**src/rtl/pinsw_pkg.sv**
```systemverilog
package pinsw_pkg;

    typedef enum logic [2:0] {
        PS_SINGLE  = 3'd0,
        PS_GAP     = 3'd1,
        PS_SET_SGL = 3'd2,
        PS_SET_MUL = 3'd3,
        PS_MULTI   = 3'd4
    } pinsw_state_e;

    typedef struct packed {
        logic pwr;
        logic ca;
        logic dq_rd;
        logic dq_wr;
        logic path_main;
        logic path_alt;
    } pin_ctrl_t;

endpackage

```
**src/rtl/pinsw_timer.sv**
```systemverilog
module pinsw_timer #(
    parameter int CW = 8
) (
    input  logic          clk,
    input  logic          rst_n,
    input  logic          clear,
    output logic [CW-1:0] cnt
);
    localparam logic [CW-1:0] CNT_MAX = {CW{1'b1}};

    always_ff @(posedge clk) begin
        if (!rst_n || clear) begin
            cnt <= '0;
        end else if (cnt != CNT_MAX) begin
            cnt <= cnt + 1'b1;
        end
    end
endmodule

```
**src/rtl/pinsw_fsm.sv**
```systemverilog
module pinsw_fsm
    import pinsw_pkg::*;
#(
    parameter int GAP_CYC    = 2,
    parameter int SETTLE_CYC = 2000
) (
    input  logic      clk,
    input  logic      rst_n,
    input  logic      mode_req,
    input  logic      dir_wr,
    output pin_ctrl_t ctrl,
    output logic      mode_ready,
    output logic      multi_active
);
    localparam int LONGEST = (SETTLE_CYC > GAP_CYC) ? SETTLE_CYC : GAP_CYC;
    localparam int CW      = $clog2(LONGEST + 1);
    localparam logic [CW-1:0] GAP_LAST    = CW'(GAP_CYC - 1);
    localparam logic [CW-1:0] SETTLE_LAST = CW'(SETTLE_CYC - 1);

    pinsw_state_e st_q, st_nx;
    logic [CW-1:0] cnt;
    logic          dir_q;
    logic          gap_done, settle_done;

    pinsw_timer #(.CW(CW)) timer_i (
        .clk   (clk),
        .rst_n (rst_n),
        .clear (st_nx != st_q),
        .cnt   (cnt)
    );

    assign gap_done    = (cnt == GAP_LAST);
    assign settle_done = (cnt == SETTLE_LAST);

    always_comb begin
        st_nx = st_q;
        unique case (st_q)
            PS_SINGLE:  if (mode_req) st_nx = PS_GAP;
            PS_MULTI:   if (!mode_req) st_nx = PS_GAP;
            PS_GAP:     if (gap_done) st_nx = mode_req ? PS_SET_MUL : PS_SET_SGL;
            PS_SET_SGL: begin
                if (mode_req)         st_nx = PS_GAP;
                else if (settle_done) st_nx = PS_SINGLE;
            end
            PS_SET_MUL: begin
                if (!mode_req)        st_nx = PS_GAP;
                else if (settle_done) st_nx = PS_MULTI;
            end
            default:    st_nx = PS_GAP;
        endcase
    end

    always_ff @(posedge clk) begin
        if (!rst_n) begin
            st_q  <= PS_SINGLE;
            dir_q <= 1'b0;
        end else begin
            st_q <= st_nx;
            if ((st_q == PS_GAP && st_nx == PS_SET_MUL) || st_q == PS_MULTI) begin
                dir_q <= dir_wr;
            end
        end
    end

    always_comb begin
        ctrl         = '0;
        mode_ready   = 1'b0;
        multi_active = 1'b0;
        unique case (st_q)
            PS_SINGLE, PS_SET_SGL: begin
                ctrl.pwr       = 1'b1;
                ctrl.path_main = 1'b1;
                mode_ready     = (st_q == PS_SINGLE);
            end
            PS_SET_MUL, PS_MULTI: begin
                ctrl.ca       = 1'b1;
                ctrl.path_alt = 1'b1;
                ctrl.dq_wr    = dir_q;
                ctrl.dq_rd    = !dir_q;
                mode_ready    = (st_q == PS_MULTI);
                multi_active  = 1'b1;
            end
            default: ctrl = '0;
        endcase
    end


    settle_dir_frozen_chk: assert property (@(posedge clk) disable iff (!rst_n)
        (st_q == PS_SET_MUL && $past(st_q) == PS_SET_MUL) |-> $stable(dir_q));


    ready_after_count_chk: assert property (@(posedge clk) disable iff (!rst_n)
        $rose(mode_ready) |-> $past(cnt) == SETTLE_LAST);
endmodule

```
**src/rtl/pinsw_bus_drv.sv**
```systemverilog
module pinsw_bus_drv
    import pinsw_pkg::*;
(
    input  logic      clk,
    input  logic      rst_n,
    input  pin_ctrl_t ctrl,
    output logic      pwr_en,
    output logic      ca_en,
    output logic      dq_rd_en,
    output logic      dq_wr_en,
    output logic      path_main_en,
    output logic      path_alt_en
);
    logic sig_any;

    assign pwr_en       = ctrl.pwr;
    assign ca_en        = ctrl.ca;
    assign dq_rd_en     = ctrl.dq_rd;
    assign dq_wr_en     = ctrl.dq_wr;
    assign path_main_en = ctrl.path_main;
    assign path_alt_en  = ctrl.path_alt;
    assign sig_any      = ctrl.ca | ctrl.dq_rd | ctrl.dq_wr | ctrl.path_alt;


    pwr_sig_excl_chk: assert property (@(posedge clk) disable iff (!rst_n)
        pwr_en |-> !sig_any);


    dq_dir_onehot_chk: assert property (@(posedge clk) disable iff (!rst_n)
        $onehot0({dq_rd_en, dq_wr_en}));


    pwr_bbm_chk: assert property (@(posedge clk) disable iff (!rst_n)
        $rose(pwr_en) |-> (!$past(sig_any) && !$past(sig_any, 2)));


    sig_bbm_chk: assert property (@(posedge clk) disable iff (!rst_n)
        $rose(sig_any) |-> (!$past(pwr_en) && !$past(pwr_en, 2)
                            && !$past(path_main_en)));
endmodule

```
**src/rtl/pinsw_seq.sv**
```systemverilog
module pinsw_seq
    import pinsw_pkg::*;
#(
    parameter int NUM_BUS   = 3,
    parameter int GAP_CYC   = 2,
    parameter int CLK_MHZ   = 100,
    parameter int SETTLE_US = 20
) (
    input  logic               clk,
    input  logic               rst_n,
    input  logic               mode_req,
    input  logic               dir_wr,
    output logic [NUM_BUS-1:0] pwr_en,
    output logic [NUM_BUS-1:0] ca_en,
    output logic [NUM_BUS-1:0] dq_rd_en,
    output logic [NUM_BUS-1:0] dq_wr_en,
    output logic [NUM_BUS-1:0] path_main_en,
    output logic [NUM_BUS-1:0] path_alt_en,
    output logic               mode_ready,
    output logic               multi_active
);
    localparam int SETTLE_CYC = CLK_MHZ * SETTLE_US;

    pin_ctrl_t ctrl;

    pinsw_fsm #(
        .GAP_CYC    (GAP_CYC),
        .SETTLE_CYC (SETTLE_CYC)
    ) fsm_i (
        .clk          (clk),
        .rst_n        (rst_n),
        .mode_req     (mode_req),
        .dir_wr       (dir_wr),
        .ctrl         (ctrl),
        .mode_ready   (mode_ready),
        .multi_active (multi_active)
    );

    for (genvar b = 0; b < NUM_BUS; b++) begin : g_bus
        pinsw_bus_drv drv_i (
            .clk          (clk),
            .rst_n        (rst_n),
            .ctrl         (ctrl),
            .pwr_en       (pwr_en[b]),
            .ca_en        (ca_en[b]),
            .dq_rd_en     (dq_rd_en[b]),
            .dq_wr_en     (dq_wr_en[b]),
            .path_main_en (path_main_en[b]),
            .path_alt_en  (path_alt_en[b])
        );
    end


    bus_match_chk: assert property (@(posedge clk) disable iff (!rst_n)
        (pwr_en == {NUM_BUS{pwr_en[0]}}) && (dq_wr_en == {NUM_BUS{dq_wr_en[0]}}));
endmodule

```
**config.mk**
```make
export PLATFORM = sky130hd
export DESIGN_NAME = pinsw_seq
export DESIGN_NICKNAME = d
export VERILOG_FILES = /design/src/rtl/pinsw_pkg.sv /design/src/rtl/pinsw_timer.sv /design/src/rtl/pinsw_fsm.sv /design/src/rtl/pinsw_bus_drv.sv /design/src/rtl/pinsw_seq.sv
export SDC_FILE = /design/constraint.sdc
export NUM_CORES = 1
export LEC_CHECK = 0
export ABC_AREA = 1
export BUFFER_PORTS_ARGS = -buffer_cell sky130_fd_sc_hd__buf_2
export CAP_MARGIN = 0
export CORE_ASPECT_RATIO = 0.8
export CORE_MARGIN = 2
export CORE_UTILIZATION = 40
export DETAILED_ROUTE_END_ITERATION = 7
export MAX_ROUTING_LAYER = met4
export PLACE_DENSITY = 0.7
export SKIP_LAST_GASP = 1
export SLEW_MARGIN = 0
export SYNTH_ARGS = -nofsm -noshare
export SYNTH_HDL_FRONTEND = slang
export SYNTH_SLANG_ARGS = --single-unit
```
**constraint.sdc**
```tcl
create_clock -name clk -period 3.64 [get_ports clk]
set_input_delay 0.546 -clock clk [delete_from_list [all_inputs] [get_ports clk]]
set_output_delay 0.546 -clock clk [all_outputs]
set_load 0.05 [all_outputs]
```
==> results of run 1 <==
-- flip-flops by register name, indices dropped and copies added, names as in the netlist --
name and flops:
fsm_i.dir_q 1, fsm_i.st_q 3, fsm_i.timer_i.cnt 11
-- cells in the mapped netlist, drive strengths merged --
| cell type | number |
|---|---|
| o21bai | 1 |
| ha | 2 |
| xor2 | 4 |
| nand3 | 14 |
| buf | 19 |
| nor2 | 34 |
| or2 | 1 |
| inv | 26 |
| o211ai | 1 |
| nand4 | 2 |
| nand3b | 1 |
| a21oi | 8 |
| nor3 | 2 |
| o21ai | 7 |
| a31o | 1 |
| dfxtp | 15 |
| nand2 | 32 |
-- area by class of cell --
cell class	count	area [um^2]
Clock buffer	3	22.5
Clock inverter	1	5.00
Fill cell	316	1550
Inverter	26	97.6
Multi-Input combinational cell	110	587
Sequential cell	15	300
Tap cell	38	47.5
Timing Repair Buffer	23	115
-- per-layer routing --
layer	GRT usage, %	wire (um)	up-vias	share of wire (%)
met5	-	0	-	0
met4	4.35	29	0	1.4
met3	2.60	72	4	3.6
met2	20.2	824	18	41
met1	18.2	1080	412	54
li1	-	-	527	-
-- power breakdown --
group | leakage [nW] | switching [mW] | internal [mW]
Sequential | 0.121 | 0.00781 | 0.171
Combinational | 0.427 | 0.114 | 0.0348
Clock | 0.0177 | 0.0545 | 0.0408
-- worst max-delay path: cells and delay by family, from the launching register on --
kind | cells | cell delay, ns
buffers and inverters | 4 | 0.57
DFF | 1 | 0.36
and+or+nand+nor | 4 | 0.52
-- cell families after synthesis --
| group | share of synthesized area [%] |
|---|---|
| compound gates | 9.07 |
| simple gates | 37.5 |
| buf+inv | 21.6 |
| flops | 26.5 |
| fa+ha+maj | 2.21 |
| xor+xnor | 3.10 |
-- cells in the final DEF (no fill, tap or decap), drive strengths merged --
| master | n |
|---|---|
| nor2 | 34 |
| nand2 | 32 |
| inv | 26 |
| buf | 23 |
| dfxtp | 15 |
| nand3 | 14 |
| a21oi | 8 |
| o21ai | 7 |
| xor2 | 4 |
| clkbuf | 3 |
| nand4 | 2 |
| ha | 2 |
| nor3 | 2 |
| or2 | 1 |
| nand3b | 1 |
| o211ai | 1 |
| o21bai | 1 |
| a31o | 1 |
| clkinv | 1 |
-- path summary, 6_finish.rpt --
kind / end
setup / recovery: dq_wr_en[0]
hold / removal: fsm_i.dir_q
setup reg to reg: fsm_i.timer_i.cnt[7]
hold reg to reg: fsm_i.dir_q
==> summary.md, run 1 <==
| Metric | Value |
|---|---|
| Run status | complete, no violations |
| DR vias/cell | 4.45 |
| CTS buffer count | 3 |
| Largest area contributor in the netlist | dfxtp_1 |
| Area after DPL | 0.00115 mm^2 |
| Nets | 185 |
| Post-synth top area share | 26.5% |
| Static leakage | 0.566 nW |
| Nature of the critical path startpoint | flip-flop |
| Vias in the first global route | 799 |
| Die width | 63.5 um |
| Reg2Reg Launch Point | fsm_i.timer_i.cnt[1] |
| Tmin final | 2.27 ns |
| Seq cells post-synth | 15 |
| Syn avg cell area | 6.65 um^2 |
| Site row count | 17 |
| Vias post-DR | 961 |
| Residual DRC | 0 |
| Detailed placement HPWL | 1640 um |
| Crit-path max cell delay | 0.36 ns |
| Power Total | 422 uW |
| Final Hold Fails | 0 |
| Cts repair resizes | 0 |
| WP data required | 3.09 ns |
| Drt first pass iters | 4 |
| Area Overhead vs Synth | 3.87% |
| Final core occ | 43.2% |
| Root Buffer | clkbuf_4 |
| Layout cells sized above 1 | 30.3% |
| CTS tree | done |
| Hold_sp | dir_wr |
| Final period util | 62.4% |
| Synthesized cell area | 0.00113 mm^2 |
| Hold_buf cts | 0 |
| Ys Warns | 0 |
| Worst Max-Slew Pin Slew | 0.341 ns |
| Net Count, Synth | 176 |
| Post-Syn Instances | 170 |
| I/O pins | 24 |
| Worst slack, placed | 1.67 ns |
| Pin count of the biggest net entering global routing | 12 |
| Power density over cell area | 359 mW/mm^2 |
| Max Root-Sink Buffers | 2 |
| DRT iter0 DRCs | 41 |
| Number of I/O port buffers | 23 |
| Clock-pin slew on the worst setup and hold paths | 0.09 ns |
| VDD IR max | 0.169 mV |
| Tot GR Track Use | 13.4% |
| Final instance area | 0.00117 mm^2 |
| First-pass GRT wire length | 3350 um |
| CP max FO | 9 |
| Reg2reg setup slack | 1.80 ns |
| # clock sinks | 15 |
| Hold Path Cell Cnt | 3 |
| Remaining antenna violation count | 0 |
| Clk_skew | 0.00390 ns |
| First element of the critical path | fsm_i.st_q[2] |
| CP cell instances | inv_2, nand2_1, nor2_1, inv_1, nand2_1, inv_1, nor2_1, buf_2 |
| DR WL/cell | 9.27 um |
| Setup TNS | 0 ns |
| Post-synthesis cell type count | 25 |
| Sequential fraction of the synthesis area | 26.5% |
| Hold WC Path Type | in -> reg |
| Cells after DPL | 212 |
| WP data arrival | 1.73 ns |
| Initial antenna violation count | 0 |
| Later-pin clock latency in the skew report | 0.28 ns |
| Die Y | 51.6 um |
| Grt ovf | 0 |
| Ant diodes | 0 |
| RSZ-0062 raised after global routing | no |
| Core area | 0.00272 mm^2 |
| Fin cells | 216 |
| Fmax | 440 MHz |
| WL final | 2000 um |
| Setup repair bufs after CTS | 0 |
| Max Cap Viol | 0 |
| Crit path kind | reg -> out |
| Total die area | 0.00327 mm^2 |
| Initial Util | 41.5% |
| Final hold slack | 0.482 ns |
| Worst Slack Setup Final | 1.37 ns |
| Final setup violation count | 0 |
| Top cells by area, synth | dfxtp_1 (27%), buf_4 (12%), nand2_1 (9.6%), inv_1 (7.6%), nor2_2 (7.2%) |
| Relative slew slack | 77.3% |
| Reg2Reg Depth | 13 |
| CP Capture Type | primary output |
| Slew Limit Fails | 0 |
| Routability cong. | 0.874 |
| Highest-delay cell along the critical path | dfxtp_1 |
| CTS H-tree lvls | 1 |
Power figures use the tool's default switching activity.
==> inputs of run 2 (changes only) <==
- PLACE_DENSITY: 0.7 -> 0.72
- clock period: 3.64 -> 1.95 ns (I/O delays scaled with it)
==> summary.md, run 2 (synthesis results as in run 1) <==
| Metric | Value |
|---|---|
| Top delay family on crit path | buffers and inverters |
| Final Hold Fails | 0 |
| DR WL/cell | 10.1 um |
| Hold_buf cts | 0 |
| Hold WC Path Type | in -> reg |
| Clock power share | 22.1% |
| Vias in the first global route | 840 |
| Remaining antenna violation count | 0 |
| Commonest non-fill, non-tap cell in the layout | nand2_1 |
| Number of I/O port buffers | 23 |
| Nets | 185 |
| Reg2Reg Depth | 13 |
| Power Total | 808 uW |
| WP data required | 1.66 ns |
| Cells after DPL | 212 |
| Power density over cell area | 640 mW/mm^2 |
| Die Y | 51.6 um |
| Area Overhead vs Synth | 11.6% |
| First element of the critical path | fsm_i.st_q[0] |
| CTS H-tree lvls | 1 |
| Run status | complete, no violations |
| Sequential power share | 41.6% |
| CTS tree | done |
| Grt ovf | 0 |
| DRT iter0 DRCs | 23 |
| Reg2Reg Launch Point | fsm_i.timer_i.cnt[1] |
| CP Capture Type | primary output |
| Tot GR Track Use | 14.3% |
| DR vias/cell | 4.66 |
| Worst slack, placed | 0.107 ns |
| Highest-delay cell along the critical path | dfxtp_2 |
| Worst Slack Setup Final | 0.131 ns |
| Clk_skew | 0.0115 ns |
| Reg2reg setup slack | 0.20 ns |
| Worst Hold End | fsm_i.dir_q |
| Relative slew slack | 82.9% |
| Crit-path max cell delay | 0.41 ns |
| RSZ-0062 raised after global routing | yes |
| Max Cap Viol | 0 |
| Vias post-DR | 1006 |
| Register with the highest flop count | fsm_i.timer_i.cnt |
| WL final | 2180 um |
| Hold_sp | dir_wr |
| CTS buffer count | 3 |
| First-pass GRT wire length | 3590 um |
| Residual DRC | 0 |
| Tmin final | 1.82 ns |
| Later-pin clock latency in the skew report | 0.29 ns |
| I/O pins | 24 |
| VDD IR max | 0.452 mV |
| Most frequent cells in the layout | nand2_1 (28), inv_1 (22), buf_2 (17), nor2_1 (16), nor2_2 (13) |
| Root Buffer | clkbuf_4 |
| Hold Path Cell Cnt | 3 |
| Total die area | 0.00327 mm^2 |
| Reg2reg end | fsm_i.timer_i.cnt[5] |
| Crit path kind | reg -> out |
| Fmax | 550 MHz |
| Comb pwr share | 36.3% |
| Layout cells sized above 1 | 34.3% |
| Detailed placement HPWL | 1700 um |
| Routability cong. | 0.783 |
| Core area | 0.00272 mm^2 |
| Fin cells | 216 |
| Worst Max-Slew Pin Slew | 0.254 ns |
| Final hold slack | 0.246 ns |
| Max reg flops | 11 |
| Max Root-Sink Buffers | 2 |
| Slew Limit Fails | 0 |
| Drt first pass iters | 4 |
| Crit path depth | 7 |
| Pin count of the biggest net entering global routing | 12 |
| Setup TNS | 0 ns |
| Final period util | 93.3% |
| Clock-pin slew on the worst setup and hold paths | 0.09 ns |
| WP data arrival | 1.53 ns |
| # clock sinks | 15 |
| Switching Fraction | 41.7% |
| Top Registers | fsm_i.timer_i.cnt (11), fsm_i.st_q (3), fsm_i.dir_q (1) |
| Ant diodes | 0 |
| Initial antenna violation count | 0 |
| Die width | 63.5 um |
| Cell-internal power | 472 uW |
| CP Buf/Inv Count | 4 |
| Nature of the critical path startpoint | flip-flop |
| Static leakage | 0.572 nW |
| CP max FO | 9 |
| Final setup violation count | 0 |
| Site row count | 17 |
| P_sw | 337 uW |
| Most frequent CP cell | inv_2 |
| CP cell instances | inv_2, nor2_2, inv_1, nand2_4, inv_2, nor2_4, buf_6 |
| Initial Util | 41.5% |
## run 2: cell count changes in the layout (fill, tap and decap cells not counted), sizes merged
cell,change
clkinv,-1
clkbuf,+1
## run 2: power groups by stage
stage	sequential (mW)	combinational, mW	clock, mW
floorplan	0.339	0.275	0
global placement	0.342	0.279	0
detailed placement	0.342	0.282	0
CTS	0.336	0.285	0.189
global route	0.339	0.318	0.201
finish	0.336	0.293	0.179
## run 2: how the worst max path moves through the flow
stage	endpoint	slack [ns]
finish	dq_rd_en[0]	0.13
CTS	dq_rd_en[2]	-0.02
global placement	fsm_i.timer_i.cnt[0]	0.15
global route	fsm_i.timer_i.cnt[4]	-0.008
floorplan	dq_wr_en[0]	0.03
detailed placement	fsm_i.timer_i.cnt[3]	0.11
## run 2: cell type report
type | count | area, um^2
clock buffer | 4 | 26.3
fill | 304 | 1460
inverter | 26 | 100
multi-input combinational | 110 | 624
sequential | 15 | 304
tap | 38 | 47.5
timing repair buffer | 23 | 160
## run 2: routing by layer
metal	track usage, %	share of wire, %
met5	-	0
met4	6.52	1.1
met3	2.60	2.5
met2	20.4	43
met1	19.9	53
## run 2: timing repair
item,4_1_cts,5_1_grt
setup buffers,0,0
pin swaps,0,1
endpoints found under the hold margin,0,0
endpoints found under the setup margin,6,17
gates resized for setup,15,11
## run 2: per-stage QoR
step,cell area [um^2],utilization (%)
3_5_place_dp,1150,42.4
5_1_grt,1260,46.4
3_3_place_gp,1150,42.4
2_1_floorplan,1140,-
6_report,1260,46.4
4_1_cts,1220,45.0
## run 2: worst min-delay path, cell delays in order
cell and delay [ns]:
buf_2 0.08, a21oi_1 0.03, nor2_1 0.09
==> inputs of run 3 (changes only) <==
- ABC_AREA: 1 -> not set
- HOLD_SLACK_MARGIN: not set -> 0.15
- PLACE_DENSITY: 0.72 -> 0.73
==> summary.md, run 3 <==
| Metric | Value |
|---|---|
| Nature of the critical path startpoint | flip-flop |
| Post-synth top area share | 30.3% |
| Top delay family on crit path | simple AND/OR/NAND/NOR gates |
| Top Registers | fsm_i.timer_i.cnt (11), fsm_i.st_q (3), fsm_i.dir_q (1) |
| Vias post-DR | 843 |
| EDFF count, synth | 0 |
| Routability cong. | 0.899 |
| Clk_skew | 0.00564 ns |
| Root Buffer | clkbuf_4 |
| VDD IR max | 0.300 mV |
| Pin count of the biggest net entering global routing | 12 |
| DR vias/cell | 5.44 |
| Total die area | 0.00289 mm^2 |
| Top cells by area, synth | dfxtp_1 (30%), buf_4 (14%), nor2_1 (5.7%), a211oi_1 (4.5%), and3_1 (2.5%) |
| Register with the highest flop count | fsm_i.timer_i.cnt |
| Drt first pass iters | 4 |
| Relative slew slack | 65.3% |
| DRT iter0 DRCs | 30 |
| Post-Syn Instances | 122 |
| Synth Area in Compound Gates | 13.5% |
| CP Buf/Inv Count | 1 |
| Max reg flops | 11 |
| Power density over cell area | 610 mW/mm^2 |
| Run status | complete, no violations |
| Remaining antenna violation count | 0 |
| Most frequent cell after synthesis | buf_4 |
| Later-pin clock latency in the skew report | 0.28 ns |
| Synthesized cell area | 991 um^2 |
| Net Count, Synth | 128 |
| Crit path kind | reg -> out |
| Final setup violation count | 0 |
| DR WL/cell | 11.9 um |
| Hold_buf cts | 0 |
| Ys Warns | 0 |
| Tmin final | 1.86 ns |
| Post-synth top flop | dfxtp_1 |
| # clock sinks | 15 |
| Commonest non-fill, non-tap cell in the layout | buf_2 |
| Max Cap Viol | 0 |
| Syn avg cell area | 8.12 um^2 |
| Cts repair resizes | 7 |
| Power Total | 663 uW |
| CTS H-tree lvls | 1 |
| Adder-cell share of the synthesized area | 2.53% |
| Initial Util | 41.2% |
| Number of I/O port buffers | 23 |
| Die width | 59.7 um |
| CTS tree | done |
| Area Overhead vs Synth | 9.72% |
| Setup repair bufs after CTS | 0 |
| XOR/XNOR share of the synthesized area | 2.65% |
| CP Capture Type | primary output |
| Seq cells post-synth | 15 |
| Worst Max-Slew Pin Slew | 0.513 ns |
| Max Root-Sink Buffers | 2 |
| Setup TNS | 0 ns |
| Slew Limit Fails | 0 |
| Reg2Reg Launch Point | fsm_i.timer_i.cnt[0] |
| Nets | 135 |
| Detailed placement HPWL | 1360 um |
| Multiplexer share of the synthesized area | 1.01% |
| Post-synthesis simple-gate area fraction | 33.1% |
| Site row count | 16 |
| First element of the critical path | fsm_i.st_q[2] |
| CTS buffer count | 3 |
| Synth cell count leaders | buf_4 (18), dfxtp_1 (15), nor2_1 (15) |
| CP cell instances | nor2b_2, and2_4, a21o_2, nor2b_4, buf_6 |
| Ant diodes | 0 |
| Core area | 0.00240 mm^2 |
| Hold WC Path Type | in -> reg |
| Fill cells | 254 |
| Grt ovf | 0 |
| Vias in the first global route | 730 |
| I/O pins | 24 |
| Hold_sp | dir_wr |
| Final period util | 95.2% |
| Sequential fraction of the synthesis area | 30.3% |
| Initial antenna violation count | 0 |
| Final Hold Fails | 0 |
| Highest-delay cell along the critical path | dfxtp_4 |
| Fmax | 539 MHz |
| Residual DRC | 0 |
| Layout cells sized above 1 | 33.6% |
| Largest area contributor in the netlist | dfxtp_1 |
| Post-synthesis cell type count | 40 |
| Async SR Flop Fraction | 0% |
| WP data required | 1.66 ns |
| Die Y | 48.5 um |
| Clock-pin slew on the worst setup and hold paths | 0.08 ns |
| Crit-path max cell delay | 0.40 ns |
| WP data arrival | 1.56 ns |
| First-pass GRT wire length | 3050 um |
| Most frequent cells in the layout | buf_2 (17), nor2_1 (15), dfxtp_1 (12), a211oi_1 (6), buf_6 (6) |
| WL final | 1840 um |
| Static leakage | 0.443 nW |
| Tot GR Track Use | 13.9% |
| CP max FO | 9 |
| Largest family of logic cells by synthesized area | simple AND/OR/NAND/NOR gates |
run 3: cell count changes after synthesis, sizes merged, moves of 6 or more:
cell / delta
nand2: -28
nand3: -9
nor2: -19
a211oi: +6
o21ai: -6
inv: -22
run 3: final timing paths:
path,endpoint,slack (ns),cells after the start
max,dq_rd_en[1],0.09,5
min,fsm_i.dir_q,0.25,3
max reg2reg,fsm_i.timer_i.cnt[2],0.18,5
min reg2reg,fsm_i.st_q[1],0.49,1
run 3: tightest hold or removal path: stages:
cell and delay (ns):
buf_2 0.09, nand2_1 0.04, mux2i_1 0.05
run 3: routing by layer:
layer | vias up | share of wire [%] | global-route usage (%)
met5 | - | 0 | -
met4 | 0 | 1.1 | 7.04
met3 | 2 | 2.7 | 1.60
met2 | 15 | 48 | 20.3
met1 | 394 | 48 | 18.7
li1 | 432 | - | -
run 3: logic make-up (layout without fill, tap and decap cells):
| group | count (synthesis) | count (layout) |
|---|---|---|
| xor+xnor | 3 | 3 |
| fa+ha+maj | 2 | 2 |
| compound gates | 19 | 19 |
| mux | 1 | 1 |
| simple gates | 56 | 56 |
| flops | 15 | 15 |
| buf+inv | 26 | 32 |
run 3: stage by stage:
stage	util (%)	instance area (um^2)	hold slack [ns]	setup WS [ns]	std cells
floorplan	-	992	0.426	0.0361	122
global placement	41.5	996	0.455	0.181	151
detailed placement	41.5	996	0.467	0.126	151
CTS	43.2	1040	0.241	-0.0334	155
global route	45.3	1090	0.249	-0.00360	155
finish	45.3	1090	0.246	0.0934	155
run 3: final cells by class:
class	count	area, um^2	share of cell area (%)
clock buffer	4	26.3	2.42
inverter	4	15.0	1.38
timing repair buffer	24	160	14.7
sequential	15	307	28.2
multi-input combinational	81	546	50.2
tap	27	33.8	3.11
run 3: where the power goes:
group	internal (mW)	switching [mW]	leakage, nW	total [mW]
registers	0.315	0.0155	0.123	0.330
clock network	0.0793	0.0983	0.0150	0.178
logic	0.0453	0.110	0.305	0.155
